**config.mk**
```make
export PLATFORM = sky130hd
export DESIGN_NAME = wr_status_top
export DESIGN_NICKNAME = d
export VERILOG_FILES = /design/src/rtl/wr_status_pkg.sv /design/src/rtl/wr_status_strobe.sv /design/src/rtl/wr_status_toggle.sv /design/src/rtl/wr_status_mux.sv /design/src/rtl/wr_status_top.sv
export SDC_FILE = /design/constraint.sdc
export NUM_CORES = 1
export LEC_CHECK = 0
export ABC_AREA = 1
export BUFFER_PORTS_ARGS = -buffer_cell sky130_fd_sc_hd__buf_2
export CAP_MARGIN = 40
export CORE_AREA = 2 2 39 41
export DETAILED_ROUTE_END_ITERATION = 8
export DIE_AREA = 0 0 41 43
export SLEW_MARGIN = 20
export SYNTH_ARGS = -nofsm -noshare
export SYNTH_HDL_FRONTEND = slang
export SYNTH_SLANG_ARGS = --single-unit
```
**constraint.sdc**
```tcl
create_clock -name clk -period 1.3 [get_ports clk]
set_input_delay 0.065 -clock clk [delete_from_list [all_inputs] [get_ports clk]]
set_output_delay 0.065 -clock clk [all_outputs]
set_load 0.02 [all_outputs]
```
**src/rtl/wr_status_pkg.sv**
```systemverilog
package wr_status_pkg;
  typedef enum logic [1:0] {
    BUS_OFF  = 2'd0,
    BUS_TRUE = 2'd1,
    BUS_POLL = 2'd2
  } bus_sel_e;
endpackage

```
**src/rtl/wr_status_strobe.sv**
```systemverilog
module wr_status_strobe (
  input  logic clk,
  input  logic rst_n,
  input  logic ce_n_i,
  input  logic oe_n_i,
  input  logic we_n_i,
  output logic rd_active_o,
  output logic rd_start_o
);
  logic rd_q;

  assign rd_active_o = !ce_n_i && !oe_n_i && we_n_i;
  assign rd_start_o  = rd_active_o && !rd_q;

  always_ff @(posedge clk or negedge rst_n) begin
    if (!rst_n) rd_q <= 1'b0;
    else        rd_q <= rd_active_o;
  end

  AST_START_ONCE: assert property (@(posedge clk) disable iff (!rst_n)
    rd_start_o |=> !rd_start_o);
endmodule

```
**src/rtl/wr_status_toggle.sv**
```systemverilog
module wr_status_toggle (
  input  logic clk,
  input  logic rst_n,
  input  logic busy_i,
  input  logic rd_start_i,
  output logic tog_o
);
  logic busy_q;
  logic tog_q;
  logic busy_rise;
  logic tog_base;

  assign busy_rise = busy_i && !busy_q;
  assign tog_base  = busy_rise ? 1'b0 : tog_q;
  assign tog_o     = tog_base ^ (rd_start_i && busy_i);

  always_ff @(posedge clk or negedge rst_n) begin
    if (!rst_n) begin
      busy_q <= 1'b0;
      tog_q  <= 1'b0;
    end else begin
      busy_q <= busy_i;
      if (busy_i) tog_q <= tog_o;
    end
  end

  AST_TOG_HOLD: assert property (@(posedge clk) disable iff (!rst_n)
    (!rd_start_i && !busy_rise) |=> $stable(tog_q));
  AST_TOG_CLEAR: assert property (@(posedge clk) disable iff (!rst_n)
    (busy_rise && !rd_start_i) |=> (tog_q == 1'b0));
endmodule

```
**src/rtl/wr_status_mux.sv**
```systemverilog
module wr_status_mux
  import wr_status_pkg::*;
#(
  parameter int DW = 8
) (
  input  bus_sel_e      sel_i,
  input  logic [DW-1:0] arr_i,
  input  logic [DW-1:0] last_i,
  input  logic          tog_i,
  output logic [DW-1:0] data_o
);
  localparam int POLL_BIT = DW - 1;
  localparam int TOG_BIT  = DW - 2;

  always_comb begin
    data_o = '0;
    unique case (sel_i)
      BUS_TRUE: data_o = arr_i;
      BUS_POLL: begin
        data_o[POLL_BIT] = ~last_i[POLL_BIT];
        data_o[TOG_BIT]  = tog_i;
      end
      default:  data_o = '0;
    endcase
  end
endmodule

```
**src/rtl/wr_status_top.sv**
```systemverilog
module wr_status_top
  import wr_status_pkg::*;
#(
  parameter int DW = 8
) (
  input  logic          clk,
  input  logic          rst_n,
  input  logic          busy_i,
  input  logic [DW-1:0] last_byte_i,
  input  logic          ce_n_i,
  input  logic          oe_n_i,
  input  logic          we_n_i,
  input  logic [DW-1:0] arr_data_i,
  output logic [DW-1:0] bus_data_o,
  output logic          bus_drive_o,
  output logic          rb_pull_o
);
  localparam int POLL_BIT = DW - 1;
  localparam int LOW_W    = DW - 2;

  logic     rd_active;
  logic     rd_start;
  logic     tog;
  bus_sel_e sel;

  wr_status_strobe u_strobe (
    .clk(clk), .rst_n(rst_n), .ce_n_i(ce_n_i), .oe_n_i(oe_n_i), .we_n_i(we_n_i),
    .rd_active_o(rd_active), .rd_start_o(rd_start)
  );

  wr_status_toggle u_toggle (
    .clk(clk), .rst_n(rst_n), .busy_i(busy_i), .rd_start_i(rd_start), .tog_o(tog)
  );

  always_comb begin
    if (!rd_active)  sel = BUS_OFF;
    else if (busy_i) sel = BUS_POLL;
    else             sel = BUS_TRUE;
  end

  wr_status_mux #(.DW(DW)) u_mux (
    .sel_i(sel), .arr_i(arr_data_i), .last_i(last_byte_i), .tog_i(tog), .data_o(bus_data_o)
  );

  assign bus_drive_o = rd_active;
  assign rb_pull_o   = busy_i;

  AST_HIZ_NO_READ: assert property (@(posedge clk) disable iff (!rst_n)
    (ce_n_i || oe_n_i || !we_n_i) |-> !bus_drive_o);
  AST_TRUE_DATA: assert property (@(posedge clk) disable iff (!rst_n)
    (bus_drive_o && !busy_i) |-> (bus_data_o == arr_data_i));
  AST_POLL_TOP: assert property (@(posedge clk) disable iff (!rst_n)
    (bus_drive_o && busy_i) |-> (bus_data_o[POLL_BIT] != last_byte_i[POLL_BIT]));
  AST_LOW_ZERO: assert property (@(posedge clk) disable iff (!rst_n)
    (bus_drive_o && busy_i) |-> (bus_data_o[LOW_W-1:0] == '0));
  AST_TOG_STEADY: assert property (@(posedge clk) disable iff (!rst_n)
    (bus_drive_o && busy_i && $past(bus_drive_o) && $past(busy_i))
      |-> $stable(bus_data_o[DW-2]));
endmodule

```
# Word level (Yosys, flattened, before mapping)
# Cells that the tools add are included.
# Widths: inputs -> output; s select.
[word_totals]
ff_bits = 3
latch_bits = 0
mem_bits_rw = 0
mem_bits_ro = 0
in_bits = 22
output_inout_bits = 10
elab_cells = 21
memories = 0
[classes]
n_addsub = 0
n_mul = 0
n_div = 0
n_lt_le_gt_ge = 0
n_eq_ne = 2
n_shift = 0
mux = 5
n_bitwise = 2
n_reduce_logical = 9
[ops]
columns = ["cell", "n"]
rows = [
  ["$mux 6", 1],
  ["$logic_and 1x1->1", 5],
  ["$logic_not 1->1", 4],
  ["$mux 2", 2],
  ["$pmux 2 s2", 1],
  ["$eq 2x1->1 const B", 1],
  ["$eq 2x2->1 const B", 1],
  ["$mux 1", 1],
  ["$not 1->1", 1],
  ["$xor 1x1->1", 1],
]

# Longest topological paths before layout
# Gate-level depths: netlist of run 1.
[depth]
word_depth = 7
ltp_mapped = 6
ltp_nobuf = 6

# Cells and area by module
# A second synthesis of run 1 with hierarchy kept.
[unflattened]
hier_cells = 45
hier_area_um2 = 264.0
[modules_own_cells]
columns = ["mod", "instances", "cells_each", "area_per_inst_um2", "seq_area_each_um2"]
rows = [
  ["wr_status_mux", 1, 24, 111.4, 0.0],
  ["wr_status_toggle", 1, 11, 85.1, 50.0],
  ["wr_status_strobe", 1, 5, 42.5, 25.0],
  ["wr_status_top", 1, 5, 25.0, 0.0],
]

# Worst setup path before layout of run 1
# OpenSTA, ideal clock, no wires.
[synth_path]
kind = "register -> output"
start = "reg u_toggle.busy_q"
end = "out bus_data_o[6]"
arrival_time_ps = 808
t_required_ps = 1235
path_slack_ps = 427
stages_incl_launch_ff = 6
path_buffers = 0
cell_sequence = "dfrtp_1 > o21ai_2 > inv_1 > nand2_1 > nand3_1 > nand2_1"
[synth_between]
elab_chain_cells = 5
[synth_rtl]
columns = ["item", "line_no", "text"]
rows = [
  ["start, declared", "wr_status_toggle.sv:8", "logic busy_q;"],
  ["start signal, assigned", "wr_status_toggle.sv:22", "busy_q <= busy_i;"],
  ["$logic_not 1->1", "wr_status_toggle.sv:13", "assign busy_rise = busy_i && !busy_q;"],
  ["$logic_and 1x1->1", "wr_status_toggle.sv:13", ""],
  ["$mux 1", "wr_status_toggle.sv:14", "assign tog_base = busy_rise ? 1'b0 : tog_q;"],
  ["$xor 1x1->1", "wr_status_toggle.sv:15", "assign tog_o = tog_base ^ (rd_start_i && busy_i);"],
  ["$pmux 2 s2", "wr_status_mux.sv:17", "unique case (sel_i)"],
  ["end, declared", "wr_status_top.sv:14", "output logic [DW-1:0] bus_data_o,"],
]
# Every way passes these cells.

# Final worst setup path of run 1
# Ends and elaborated chain as after synthesis.

==> out/qor.csv, run 1 <==
metric,value,unit
TNS Setup,0,ps
final WL,614,µm
Critical Path Start,u_toggle.busy_q,
core area,1380,µm²
synthesized net count,59,
post-synth top area share,33.3,%
worst path bufs/invs,2,
dpl cells,76,
Routed Antenna Nets,0,
Avg Inst Size Synth,6.09,µm²
fmax,843,MHz
"Cell Area, Synth",225,µm²
peak supply drop,0.283,mV
row cnt,14,
DR DRC count,0,
register area share after synthesis,33.3,%
Worst-path clk slew,40,ps
drt wl/cell,7.58,µm
pin count of the biggest net entering global routing,7,
RSZ-0062 raised after global routing,no,
skew final,1.16,ps
arrival time worst endpoint,1120,ps
cells after synthesis,37,
"delay-heaviest family, CP",flip-flops,
Ports,32,
CTS H-tree lvls,1,
initial core utilization,16.3,%
Final min period,1190,ps
Clock Path Buffers,2,
Final nets,88,
total gr overflow,0,
status,finished clean,
Pwr per Cell Area,844,nW/µm²
most frequent cell on the critical path,nand2_1,
max cap viols,0,
IO Port Bufs,24,
Final Setup Violations,0,
GPL Wtd Cong,0.694,
CP max FO,2,
synth-to-layout area growth,75.0,%
Area after DPL,358,µm²
CP Class,flop to output port,
"FF+latch count, synth",3,
CP Capture Type,output port,
post-route cell area,394,µm²
Yosys top cell by area,dfrtp_1,
vias post-DR,289,
worst hold path type,primary input to flop,
wire length of the first global-routing pass,1030,µm
All-Layer GR Usage,9.36,%
Hold Path Origin,busy_i,
die area,1760,µm²
top post-synthesis cells by area,"dfrtp_1 33%, inv_1 18%, nor2_1 12%",
slew at the pin closest to its max-slew limit,156,ps
DR vias/cell,3.57,
number of global-route vias before repair,254,
fin crit share,91.3,%
final std cells w/o fill,81,
Reg2Reg Setup Slack,460,ps
Crit-path slowest cell,dfrtp_1,
cells along the critical path,"o21ai_2, inv_1, nand2_1, nand3_1, nand2_1, buf_2",
Iter 0 DRT Violations,6,
Die X,41,µm
post-synth cell types,12,
initial antenna violation count,0,
share of cells above drive strength 1,47.7,%
"Data required, critical path",1240,ps
Num CTS Buffers,3,
final hold viol count,0,
"leading cell types in the layout, fill and taps excluded","24 x buf_2, 11 x inv_1, 7 x nor2_1",
later-pin clock latency in the skew report,230,ps
TritonCTS clock tree,yes,
root buf cell,clkbuf_4,
startpoint type of the worst setup path,flop,
WHS,28.4,ps
Die H,43,µm
"commonest non-fill, non-tap cell in the layout",buf_2,
Max Slew Vio Count,0,
CTS Sinks,3,
YS warnings,0,
slew margin rel.,89.6,%
ant diodes,0,
startpoint of the worst register-to-register path,u_toggle.busy_q,
DRT Pass-1 Iters,2,
HPWL after DPL,518,µm
crit-path max cell delay,360,ps
Pleak,0.278,nW
worst reg2reg max path: stages (launching register included):
cell and delay, ps:
dfrtp_1 360, o21ai_2 140, nand2_1 80, and2_1 150
state kept, by name (all words and copies together) (netlist names):
register,count
u_toggle.tog_q,1
u_strobe.rd_q,1
u_toggle.busy_q,1
repair_timing:
action                     4_1_cts  5_1_grt
hold buffers                     1        0
hold endpoints to repair         3        0
resized for setup                0        0
setup buffers                    0        0
setup endpoints to repair        0        1
path summary, 6_finish.rpt:
kind | end | cells past startpoint
worst max-delay path | bus_data_o[6] | 6
worst min-delay path | u_toggle.busy_q | 1
min in group asynchronous | u_toggle.busy_q | 2
worst max register to register | u_toggle.tog_q | 3
worst min register to register | u_toggle.tog_q | 3
max in group asynchronous | u_toggle.tog_q | 2
through the flow:
stage / setup slack (ps) / total power, W / util, %
after global routing: 10.7 / 0.000357 / 28.5
after global placement: 341 / 0.000169 / 25.9
after CTS: 68.9 / 0.000342 / 28.5
final: 113 / 0.000332 / 28.5
after detailed placement: 324 / 0.000170 / 25.9
after floorplan: 427 / 0.000137 / -
layout make-up:
class | instances | area [µm²]
multi-input cells | 21 | 97.6
fillers | 160 | 990
flip-flops and latches | 3 | 75.1
clock buffers | 4 | 26.3
inverters | 12 | 45.0
well taps | 16 | 20.0
repair buffers | 25 | 130
per-layer routing:
layer | global-route usage (%) | share of wire, %
met2 | 10.6 | 54
met5 | 0 | 0
met1 | 11.3 | 43
met3 | 4.71 | 2.9
met4 | 10.0 | 0
where the power goes:
group	total [W]	leakage, nW	internal [W]	switching, W
logic	0.0000679	0.224	0.0000310	0.0000369
registers	0.000103	0.0383	0.0000999	0.00000262
clock network	0.000162	0.0150	0.000115	0.0000471
synth_stat cells:
master / instances
nor2_2: 2
dfrtp_1: 3
buf_4: 1
o21ai_0: 1
and2_1: 1
inv_2: 1
nand3_1: 2
nand4_1: 1
o21ai_2: 1
nand2_1: 6
nor2_1: 7
inv_1: 11
kinds of logic (layout without fill, tap and decap cells):
group | Yosys count | in the layout | share of synthesized area, %
buffers and inverters | 13 | 41 | 23.3
flip-flops | 3 | 3 | 33.3
AO/OA/AOI/OAI | 2 | 2 | 6.11
AND/OR/NAND/NOR | 19 | 19 | 37.2
Power figures use the tool's default switching activity.
==> run 2: changes to the inputs <==
--- a/config.mk
+++ b/config.mk
@@ -8,9 +8,9 @@
 export ABC_AREA = 1
 export BUFFER_PORTS_ARGS = -buffer_cell sky130_fd_sc_hd__buf_2
 export CAP_MARGIN = 40
-export CORE_AREA = 2 2 39 41
+export CORE_AREA = 4 4 41 43
 export DETAILED_ROUTE_END_ITERATION = 8
-export DIE_AREA = 0 0 41 43
+export DIE_AREA = 0 0 45 47
 export SLEW_MARGIN = 20
 export SYNTH_ARGS = -nofsm -noshare
 export SYNTH_HDL_FRONTEND = slang
==> run 2 against run 1 <==
Net effect:
- die area increased by 20%
- clock-buffer cell count unchanged
- power increased by 0.83%
- largest cell class unchanged
- highest routed layer unchanged
==> out/qor.csv, run 2 (synthesis gave the netlist of run 1 again) <==
metric,value,unit
Pleak,0.278,nW
pre-CTS WS,330,ps
Reg2Reg Setup Slack,440,ps
TritonCTS clock tree,yes,
TNS Setup,0,ps
Crit-path slowest cell,dfrtp_1,
CP Class,flop to output port,
slew at the pin closest to its max-slew limit,143,ps
crit-path max cell delay,360,ps
Pwr per Cell Area,848,nW/µm²
post-route worst setup slack,120,ps
Largest regs,"u_strobe.rd_q: 1 flops, u_toggle.busy_q: 1 flops, u_toggle.tog_q: 1 flops",
core area,1300,µm²
fmax,848,MHz
status,finished clean,
pin count of the biggest net entering global routing,7,
worst r2r dst,u_toggle.tog_q,
share of cells above drive strength 1,47.7,%
worst path bufs/invs,2,
die area,2120,µm²
WHS,27.5,ps
Final Setup Violations,0,
CTS H-tree lvls,1,
number of global-route vias before repair,244,
Final min period,1180,ps
RSZ-0062 raised after global routing,no,
hold path cells,1,
area of the multi-input gates,97.6,µm²
Reg2Reg Depth,3,
DR DRC count,0,
final std cells w/o fill,80,
Routed Antenna Nets,0,
DR vias/cell,3.55,
CP max FO,2,
initial antenna violation count,0,
dpl cells,75,
row cnt,13,
"delay-heaviest family, CP",flip-flops,
startpoint of the worst register-to-register path,u_toggle.busy_q,
HPWL after DPL,563,µm
Die X,45,µm
initial core utilization,17.3,%
"Data required, critical path",1240,ps
vias post-DR,284,
Hold EP,u_toggle.busy_q,
Final nets,88,
startpoint type of the worst setup path,flop,
Max Slew Vio Count,0,
flip-flop and latch area,75.1,µm²
peak supply drop,0.699,mV
fin crit share,90.7,%
slew margin rel.,90.5,%
cells along the critical path,"o21ai_2, inv_1, nand2_1, nand3_1, nand2_1, buf_4",
GPL Wtd Cong,0.752,
wire length of the first global-routing pass,938,µm
most frequent cell on the critical path,nand2_1,
drt wl/cell,8.39,µm
CTS Sinks,3,
Clock Path Buffers,2,
Die H,47,µm
total gr overflow,0,
"leading cell types in the layout, fill and taps excluded","23 x buf_2, 11 x inv_1, 7 x nor2_1",
Ports,32,
Worst-path clk slew,30,ps
skew final,4.62,ps
arrival time worst endpoint,1110,ps
later-pin clock latency in the skew report,240,ps
"commonest non-fill, non-tap cell in the layout",buf_2,
max cap viols,0,
ant diodes,0,
All-Layer GR Usage,6.49,%
worst hold path type,primary input to flop,
Post-CTS Repair Setup Buffers,0,
Num CTS Buffers,3,
FILL cells,164,
CP Capture Type,output port,
final hold viol count,0,
final WL,671,µm
Hold Path Origin,busy_i,
IO Port Bufs,24,
synth-to-layout area growth,75.6,%
Iter 0 DRT Violations,3,
DRT Pass-1 Iters,2,
root buf cell,clkbuf_4,
-- run 2: cell types whose count changed in the layout (fill, tap and decap cells not counted) --
cell	previous run	this run
buf_2	24	23
buf_4	0	1
-- run 2: layer usage --
| layer | GRT usage [%] | vias up | wire length (µm) |
|---|---|---|---|
| met2 | 7.63 | 9 | 353 |
| met5 | 0 | - | 0 |
| met3 | 3.45 | 0 | 51 |
| met4 | 5.26 | 0 | 0 |
| met1 | 8.45 | 113 | 266 |
| li1 | - | 162 | - |
-- run 2: worst reg2reg max path: cells and delay by family, from the launching register on --
family           cells  cell delay [ps]
flip-flops           1              360
AND/OR/NAND/NOR      2              230
AO/OA/AOI/OAI        1              150
-- run 2: per-stage QoR --
step,instance area [µm²],util [%],power (W)
after floorplan,225,-,0.000137
after global placement,357,27.4,0.000169
after detailed placement,357,27.4,0.000169
after CTS,393,30.2,0.000344
after global routing,395,30.4,0.000364
final,395,30.4,0.000335
-- run 2: repair_timing --
action	in CTS	in global routing
hold buffers	1	0
gates resized for setup	0	1
setup endpoints to repair	0	1
endpoints found under the hold margin	3	0
-- run 2: cell type report --
class | count | share of cell area [%]
sequential | 3 | 19.0
timing repair buffer | 25 | 33.5
tap | 15 | 4.75
inverter | 12 | 11.4
clock buffer | 4 | 6.65
multi-input combinational | 21 | 24.7
-- run 2: worst max path at each step --
stage	slack (ps)	end	cells after the start	from
final	120	bus_data_o[6]	6	u_toggle.busy_q
after detailed placement	330	bus_data_o[6]	6	u_toggle.busy_q
after global placement	340	bus_data_o[6]	6	u_toggle.busy_q
after CTS	80	bus_data_o[6]	6	u_toggle.busy_q
after global routing	9	bus_data_o[6]	6	u_toggle.busy_q
after floorplan	430	bus_data_o[6]	5	u_toggle.busy_q
-- run 2: power by group --
| group | internal, W | total [W] | leakage (nW) | switching [W] |
|---|---|---|---|---|
| combinational | 0.0000314 | 0.0000681 | 0.224 | 0.0000367 |
| sequential | 0.0000999 | 0.000102 | 0.0383 | 0.00000257 |
| clock | 0.000115 | 0.000165 | 0.0150 | 0.0000496 |
| total | 0.000246 | 0.000335 | 0.278 | 0.0000888 |
==> run 3: changes to the inputs <==
--- a/config.mk
+++ b/config.mk
@@ -8,9 +8,13 @@
 export ABC_AREA = 1
 export BUFFER_PORTS_ARGS = -buffer_cell sky130_fd_sc_hd__buf_2
 export CAP_MARGIN = 40
-export CORE_AREA = 4 4 41 43
+export CELL_PAD_IN_SITES_DETAIL_PLACEMENT = 1
+export CELL_PAD_IN_SITES_GLOBAL_PLACEMENT = 2
+export CORE_ASPECT_RATIO = 1.5
+export CORE_MARGIN = 4
+export CORE_UTILIZATION = 11
 export DETAILED_ROUTE_END_ITERATION = 8
-export DIE_AREA = 0 0 45 47
+export PLACE_DENSITY = 0.84
 export SLEW_MARGIN = 20
 export SYNTH_ARGS = -nofsm -noshare
 export SYNTH_HDL_FRONTEND = slang
==> constraint.sdc (replaced) <==
create_clock -name clk -period 1.3 [get_ports clk]
set_input_delay 0.065 -clock clk [delete_from_list [all_inputs] [get_ports clk]]
set_output_delay 0.065 -clock clk [all_outputs]
set_load 0.1 [all_outputs]
==> run 3 against run 2 <==
Net effect:
- largest cell class unchanged
- routed wire length increased by 26%
- clock skew decreased by 1.9 ps
- power increased by 25%
- critical path type unchanged
==> out/qor.csv, run 3 (synthesis gave the netlist of run 1 again) <==
metric,value,unit
"Data required, critical path",1240,ps
worst r2r dst,u_toggle.tog_q,
Clock Path Buffers,2,
All-Layer GR Usage,7.00,%
dpl cells,81,
skew final,2.76,ps
Final min period,1250,ps
startpoint of the worst register-to-register path,u_toggle.busy_q,
Worst-path clk slew,40,ps
share of cells above drive strength 1,63.1,%
worst path bufs/invs,2,
Num CTS Buffers,3,
Hold Path Origin,busy_i,
Final Setup Violations,0,
Final nets,88,
initial antenna violation count,0,
CP max FO,2,
status,finished clean,
DR vias/cell,3.76,
Die H,63.4,µm
crit-path max cell delay,380,ps
Die X,44.9,µm
DRT Pass-1 Iters,1,
later-pin clock latency in the skew report,240,ps
root buf cell,clkbuf_4,
wire length of the first global-routing pass,1430,µm
startpoint type of the worst setup path,flop,
cells along the critical path,"inv_1, nand4_1, nand2_1, nand3_2, nand2_2, buf_12",
Iter 0 DRT Violations,0,
flip-flop and latch area,75.1,µm²
FILL cells,245,
final std cells w/o fill,86,
TritonCTS clock tree,yes,
Reg2Reg Depth,3,
"commonest non-fill, non-tap cell in the layout",buf_2,
Ports,32,
max cap viols,0,
slew at the pin closest to its max-slew limit,485,ps
core area,1900,µm²
worst hold path type,primary input to flop,
Pleak,0.305,nW
HPWL after DPL,740,µm
CP Capture Type,output port,
"Core Util, Final",30.5,%
fin crit share,96.2,%
Max Slew Vio Count,0,
slew margin rel.,67.9,%
arrival time worst endpoint,1190,ps
CTS H-tree lvls,1,
Routed Antenna Nets,0,
"leading cell types in the layout, fill and taps excluded","15 x buf_2, 11 x inv_1, 9 x buf_12",
Largest regs,"u_strobe.rd_q: 1 flops, u_toggle.busy_q: 1 flops, u_toggle.tog_q: 1 flops",
pin count of the biggest net entering global routing,7,
IO Port Bufs,24,
ant diodes,0,
hold path cells,1,
die area,2850,µm²
initial core utilization,11.8,%
peak supply drop,0.226,mV
vias post-DR,323,
final WL,845,µm
"delay-heaviest family, CP",flip-flops,
Post-CTS Repair Setup Buffers,0,
CTS Sinks,3,
final hold viol count,0,
drt wl/cell,9.83,µm
row cnt,19,
fmax,800,MHz
Crit-path slowest cell,dfrtp_1,
area of the multi-input gates,141,µm²
Reg2Reg Setup Slack,440,ps
pre-CTS WS,175,ps
post-route worst setup slack,50.0,ps
RSZ-0062 raised after global routing,yes,
Hold EP,u_toggle.busy_q,
number of global-route vias before repair,356,
Pwr per Cell Area,726,nW/µm²
DR DRC count,0,
total gr overflow,0,
CP Class,flop to output port,
synth-to-layout area growth,157,%
GPL Wtd Cong,0.588,
[run 3: cell counts in the layout (fill, tap and decap cells not counted)]
Identical to the previous run, type by type.
[run 3: metrics by stage]
stage / hold WS, ps / instance area [µm²] / setup TNS [ps] / power [W]
after detailed placement: -137 / 536 / 0 / 0.000250
after floorplan: -231 / 262 / -202 / 0.000191
after global placement: -141 / 536 / 0 / 0.000247
after global routing: 20.8 / 579 / -42.1 / 0.000442
final: 15.9 / 579 / 0 / 0.000420
after CTS: 10.5 / 572 / 0 / 0.000432
[run 3: worst max path at each step]
stage / startpoint / endpoint / slack (ps) / cells past startpoint
floorplan: oe_n_i / bus_data_o[3] / -70 / 5
global placement: oe_n_i / bus_data_o[3] / 210 / 7
detailed placement: oe_n_i / bus_data_o[5] / 170 / 7
CTS: u_toggle.busy_q / bus_data_o[6] / 8 / 6
global route: u_toggle.busy_q / bus_data_o[6] / -40 / 6
finish: u_strobe.rd_q / bus_data_o[6] / 50 / 6
[run 3: layout make-up]
cell class,instances,share of cell area (%)
inverters,12,7.78
clock buffers,4,4.54
flip-flops and latches,3,13.0
well taps,21,4.54
multi-input cells,21,24.4
repair buffers,25,45.8
[run 3: layer usage]
metal | wire (µm) | global-route usage (%)
met1 | 272 | 6.19
met5 | 0 | 0
met4 | 25 | 6.59
met2 | 388 | 10.1
met3 | 159 | 4.56
[run 3: report_power, final]
group	internal [W]	total, W	switching [W]
combinational	0.0000517	0.000148	0.0000966
sequential	0.0000999	0.000103	0.00000266
clock	0.000115	0.000169	0.0000541
total	0.000267	0.000420	0.000153
[run 3: repair_timing]
| item | 4_1_cts | 5_1_grt |
|---|---|---|
| hold endpoints to repair | 3 | 0 |
| pin swaps | 1 | 0 |
| resized for setup | 0 | 2 |
| endpoints found under the setup margin | 1 | 1 |
| hold buffers | 1 | 0 |
